## src/rtl/mmpresc_pkg.sv

```systemverilog
package mmpresc_pkg;

  // strobes from the control half to the datapath half
  typedef struct packed {
    logic mc;         // 1: core period of two cycles, 0: three cycles
    logic periodEnd;  // this cycle ends an output period
  } ctrlStrobe_t;

  // stored mode word
  typedef struct packed {
    logic bandHi;
    logic modSmall;
  } modeWord_t;

endpackage

```

## src/rtl/presc_core23.sv

```systemverilog
module presc_core23 (
  input  logic clk,
  input  logic rst,
  input  logic mc,
  output logic coreTick,
  output logic firstStage
);

  logic stageA;  // extra-cycle flop, idle during two-cycle periods
  logic stageB;  // phase flop

  always_ff @(posedge clk) begin
    if (rst) begin
      stageA <= 1'b0;
      stageB <= 1'b0;
    end else if (stageA) begin
      stageA <= 1'b0;
      stageB <= 1'b0;
    end else if (!stageB) begin
      stageB <= 1'b1;
    end else if (mc) begin
      stageB <= 1'b0;
    end else begin
      stageA <= 1'b1;
    end
  end

  assign coreTick   = stageB & (stageA | mc);
  assign firstStage = stageA;


  ext_cycle_shape_chk: assert property (@(posedge clk) disable iff (rst)
    stageA |-> stageB);


  ext_cycle_single_chk: assert property (@(posedge clk) disable iff (rst)
    stageA |=> (!stageA && !stageB));

endmodule

```

## src/rtl/presc_datapath.sv

```systemverilog
module presc_datapath
  import mmpresc_pkg::*;
#(
  parameter int STAGES = 4
) (
  input  logic        clk,
  input  logic        rst,
  input  ctrlStrobe_t strb,
  output logic        coreTick,
  output logic        chainTerm,
  output logic        firstStage,
  output logic        divOut,
  output logic        divPulse
);

  logic [STAGES-1:0] chainQ;
  logic [STAGES:0]   chainEn;
  logic              pulseQ;

  presc_core23 core_i (
    .clk        (clk),
    .rst        (rst),
    .mc         (strb.mc),
    .coreTick   (coreTick),
    .firstStage (firstStage)
  );

  assign chainEn[0] = coreTick;

  for (genvar i = 0; i < STAGES; i++) begin : g_toggle
    always_ff @(posedge clk) begin
      if (rst) chainQ[i] <= 1'b0;
      else     chainQ[i] <= chainQ[i] ^ chainEn[i];
    end
    assign chainEn[i+1] = chainEn[i] & chainQ[i];
  end

  assign chainTerm = &chainQ;

  always_ff @(posedge clk) begin
    if (rst) pulseQ <= 1'b0;
    else     pulseQ <= strb.periodEnd;
  end

  assign divPulse = pulseQ;
  assign divOut   = chainQ[STAGES-1];


  pulse_width_chk: assert property (@(posedge clk) disable iff (rst)
    divPulse |=> !divPulse);


  out_falls_at_end_chk: assert property (@(posedge clk) disable iff (rst)
    $rose(divPulse) |-> !divOut);

endmodule

```

## src/rtl/presc_control.sv

```systemverilog
module presc_control
  import mmpresc_pkg::*;
(
  input  logic        clk,
  input  logic        rst,
  input  logic        bandSel,
  input  logic        modCtl,
  input  logic        coreTick,
  input  logic        chainTerm,
  output ctrlStrobe_t strb,
  output modeWord_t   modeQ
);

  logic extReq;
  logic mcRaw;
  logic endNow;

  assign endNow = coreTick & chainTerm;

  always_ff @(posedge clk) begin
    if (rst || endNow) begin
      modeQ.bandHi   <= bandSel;
      modeQ.modSmall <= modCtl;
    end
  end

  // the odd core period is requested only in the terminal chain state
  assign extReq = chainTerm & ~(modeQ.bandHi ^ modeQ.modSmall);
  assign mcRaw  = ~extReq;

  assign strb.mc        = modeQ.bandHi ? ~mcRaw : mcRaw;
  assign strb.periodEnd = endNow;


  mode_hold_chk: assert property (@(posedge clk) disable iff (rst)
    !endNow |=> $stable(modeQ));

endmodule

```

## src/rtl/mmod_prescaler.sv

```systemverilog
module mmod_prescaler
  import mmpresc_pkg::*;
#(
  parameter int STAGES = 4
) (
  input  logic clk,
  input  logic rst,
  input  logic bandSel,
  input  logic modCtl,
  output logic divOut,
  output logic divPulse
);

  localparam int MinRatio = (1 << STAGES) * 2;
  localparam int MaxRatio = (1 << STAGES) * 3;
  localparam int GapW     = $clog2(MaxRatio + 1);

  ctrlStrobe_t strb;
  modeWord_t   modeQ;
  logic        coreTick;
  logic        chainTerm;
  logic        firstStage;
  logic [GapW-1:0] gapCnt;

  presc_control ctrl_i (
    .clk       (clk),
    .rst       (rst),
    .bandSel   (bandSel),
    .modCtl    (modCtl),
    .coreTick  (coreTick),
    .chainTerm (chainTerm),
    .strb      (strb),
    .modeQ     (modeQ)
  );

  presc_datapath #(.STAGES(STAGES)) dp_i (
    .clk        (clk),
    .rst        (rst),
    .strb       (strb),
    .coreTick   (coreTick),
    .chainTerm  (chainTerm),
    .firstStage (firstStage),
    .divOut     (divOut),
    .divPulse   (divPulse)
  );

  // cycle counter for the period-bound check
  always_ff @(posedge clk) begin
    if (rst)                gapCnt <= '0;
    else if (divPulse)      gapCnt <= GapW'(1);
    else if (gapCnt < GapW'(MaxRatio)) gapCnt <= gapCnt + 1'b1;
  end


  first_stage_idle_chk: assert property (@(posedge clk) disable iff (rst)
    (!modeQ.bandHi && modeQ.modSmall) |-> !firstStage);


  period_bound_chk: assert property (@(posedge clk) disable iff (rst)
    divPulse |-> (gapCnt >= GapW'(MinRatio) && gapCnt <= GapW'(MaxRatio)));

endmodule

```

## config.mk

```make
export PLATFORM = sky130hd
export DESIGN_NAME = mmod_prescaler
export DESIGN_NICKNAME = d
export VERILOG_FILES = /design/src/rtl/mmpresc_pkg.sv /design/src/rtl/presc_core23.sv /design/src/rtl/presc_datapath.sv /design/src/rtl/presc_control.sv /design/src/rtl/mmod_prescaler.sv
export SDC_FILE = /design/constraint.sdc
export NUM_CORES = 1
export LEC_CHECK = 0
export BUFFER_PORTS_ARGS = -buffer_cell sky130_fd_sc_hd__buf_2
export CAP_MARGIN = 0
export CORE_AREA = 2 2 39 41
export DETAILED_ROUTE_END_ITERATION = 7
export DIE_AREA = 0 0 41 43
export PLACE_DENSITY = 0.42
export SKIP_CTS_REPAIR_TIMING = 1
export SYNTH_ARGS = -nofsm -noshare
export SYNTH_HDL_FRONTEND = slang
export SYNTH_SLANG_ARGS = --single-unit
```

## constraint.sdc

```tcl
create_clock -name clk -period 2.9 [get_ports clk]
set_input_delay 0.29 -clock clk [delete_from_list [all_inputs] [get_ports clk]]
set_output_delay 0.29 -clock clk [all_outputs]
set_load 0.01 [all_outputs]
```

==> impl_metrics.toml <==
[drt]
routed.top_layer = "met4"
routed_wl_um = 529
drt_iter0_drc = 2
viasPerCell = 4.453
wl_met1_um = 228
drcViolationCount = 0
num_vias = 236
dr.pass1.iters = 2
ant_nets = 0
wl_per_cell_um = 9.981
wl_met3_um = 32
met2_length_um = 238

[sta]
skew_ns = 0.0003558
drv_slew = 0
rsz0062_at_grt = "false"
hold_viol = 0
tns_ns = 0
fmax_ghz = 0.5735
fin_crit_sh_pct = 60.12
whs_ns = 0.1964
setup_viol = 0
min_period_ns = 1.744
worst_pin_slew_ns = 0.2833
max_slew_margin_pct = 80.57
layout_setup_ws_ns = 1.156

[setup_path]
cp_top_family = "adder cells"
cp-end-kind = "flop"
critPathSlowestCell = "dfxtp_1"
crit_required_ns = 3.06
r2r_start = "dp_i.chainQ[0]$_SDFF_PP0_"
arrival_ns = 1.91
cp_num_buf_inv = 0
crit_path_max_fanout = 3
start_kind = "flop"
slowest_delay_ns = 0.35
startpoint = "dp_i.chainQ[0]$_SDFF_PP0_"
cp_common_cell = "ha_1"
worstSetupPathType = "reg2reg"
crit_chain = "nand4_2 -> mux2i_1 -> o21a_1 -> ha_1 -> ha_1 -> ha_1 -> xnor2_1 -> nor2_1"

[power_and_ir_drop]
power.leakage_uw = 0.0001983
ir_worst_vdd_uv = 246.7
p_sw_uw = 57.94
seqPwrFrac_pct = 55.2
internal-power_uw = 194.9
combPwrFrac_pct = 5.2
p_clk_share_pct = 39.6
p_sw_share_pct = 22.92
powerDensity_nw_per_um2 = 612.3

[die]
dieHeight_um = 43
top_level_ports = 6
start_util_pct = 24.68
coreArea_um2 = 1384
fp.dieArea_um2 = 1763
die_w_um = 41
rows = 14

[clock_network]
cts_buffers = 3
cts_tree = "built"
cts-root-buf = "clkbuf_4"
clock_sinks = 9
clk_path_buf_depth = 2
clock_latency_ns = 0.27
path_clk_slew_ns = 0.06
cts_max_level = 1

[placement]
dp_hpwl_um = 402.6
dp_slack_ns = 1.156
gp_congestion = 0.6434
io_buffers = 5

[min_path]
hold_path.class = "in2reg"
min-delay-start = "bandSel"

[synthesis]
synthCells = 28
synth_nets = 35
syn_area_um2 = 341.6
synth.avg_cell_area_um2 = 12.20
ys_ff_latch = 9
synth_cell_types = 14
yosys_warnings = 0
synth-seq-area-share_pct = 58.61

[global_routing]
grt_usage_pct = 7.692
grt_pass1_vias = 236
grt_pass1_wl_um = 834
grt-ovfl-total = 0
antenna_found_initial = 0
grt_max_degree = 8

[final_layout]
drive_gt1_share_pct = 24.32
nNetsFinal = 45
area_delta_synth_final_pct = 20.88
diodes = 0
fillers = 148

[flow_run]
cap_violations = 0

[status]
status = "finished clean"
-- area by class of cell --
cell class                      instances  area (µm²)  share of cell area, %
Sequential cell                         9       200.2                  48.48
Multi-Input combinational cell         18       137.6                  33.33
Clock buffer                            4       26.28                  6.364
Timing Repair Buffer                    5       25.02                  6.061
Tap cell                               16       20.02                  4.848
Inverter                                1       3.754                 0.9091
-- per-layer routing --
layer | up-vias | global-route usage, %
met5 | - | 0
met4 | 0 | 8.000
met3 | 3 | 3.141
met2 | 8 | 10.63
met1 | 110 | 7.921
li1 | 115 | -
-- path summary, 6_finish.rpt --
path,end,cells after the start,slack [ns]
setup / recovery,dp_i.divOut$_SDFF_PP0_,8,1.16
hold / removal,ctrl_i.modeQ[1]$_DFFE_PP_,1,0.20
setup reg to reg,dp_i.divOut$_SDFF_PP0_,8,1.16
hold reg to reg,dp_i.core_i.stageB$_SDFF_PP0_,1,0.48
-- metrics by stage --
| step | std cells | total power, µW | utilization, % | instance area (µm²) |
|---|---|---|---|---|
| after detailed placement | 49 | 155.2 | 27.94 | 386.6 |
| after global placement | 49 | 154.1 | 27.94 | 386.6 |
| after global routing | 53 | 260.8 | 29.84 | 412.9 |
| after CTS | 53 | 255.1 | 29.84 | 412.9 |
| after floorplan | 28 | 149.6 | - | 341.6 |
| final | 53 | 252.8 | 29.84 | 412.9 |
-- kinds of logic (layout without fill, tap and decap cells) --
logic type / count (synthesis) / in the layout / share of synthesized area (%)
buffers and inverters: 1 / 10 / 1.098
muxes: 1 / 1 / 2.931
adders and majority gates: 3 / 3 / 10.99
and+or+nand+nor: 10 / 10 / 17.22
xor gates and xnor gates: 1 / 1 / 2.565
AOI/OAI and AO/OA: 3 / 3 / 6.596
DFF: 9 / 9 / 58.61
-- synth_stat cells (all sizes together) --
master	n	area share [%]
dfxtp	7	41
ha	3	11
nor2	3	3.3
nor2b	3	5.5
edfxtp	2	18
nor3	2	2.9
a211oi	1	2.2
a21o	1	2.2
inv	1	1.1
mux2i	1	2.9
nand2b	1	1.8
nand4	1	3.7
o21a	1	2.2
xnor2	1	2.6
-- state kept, by name (all words and copies together) (netlist names) --
| signal | count |
|---|---|
| dp_i.core_i.firstStage | 1 |
| dp_i.chainQ | 3 |
| dp_i.divPulse | 1 |
| dp_i.divOut | 1 |
| dp_i.core_i.stageB | 1 |
| ctrl_i.modeQ | 2 |
-- placed cells by master (no fill, tap or decap) --
cell / instances
a211oi_1: 1
a21o_1: 1
buf_2: 5
clkbuf_1: 1
clkbuf_4: 3
dfxtp_1: 7
edfxtp_1: 2
ha_1: 3
inv_1: 1
mux2i_1: 1
nand2b_1: 1
nand4_2: 1
nor2_1: 3
nor2b_1: 3
nor3_1: 2
o21a_1: 1
xnor2_1: 1
-- power by group through the flow --
stage	clock network, µW	registers, µW	logic, µW
finish	100	139	13.2
global route	106	140	15.5
CTS	102	139	13.4
detailed placement	0	142	13.2
global placement	0	141	12.6
floorplan	0	141	8.69
(Power assumes the default switching activity.)
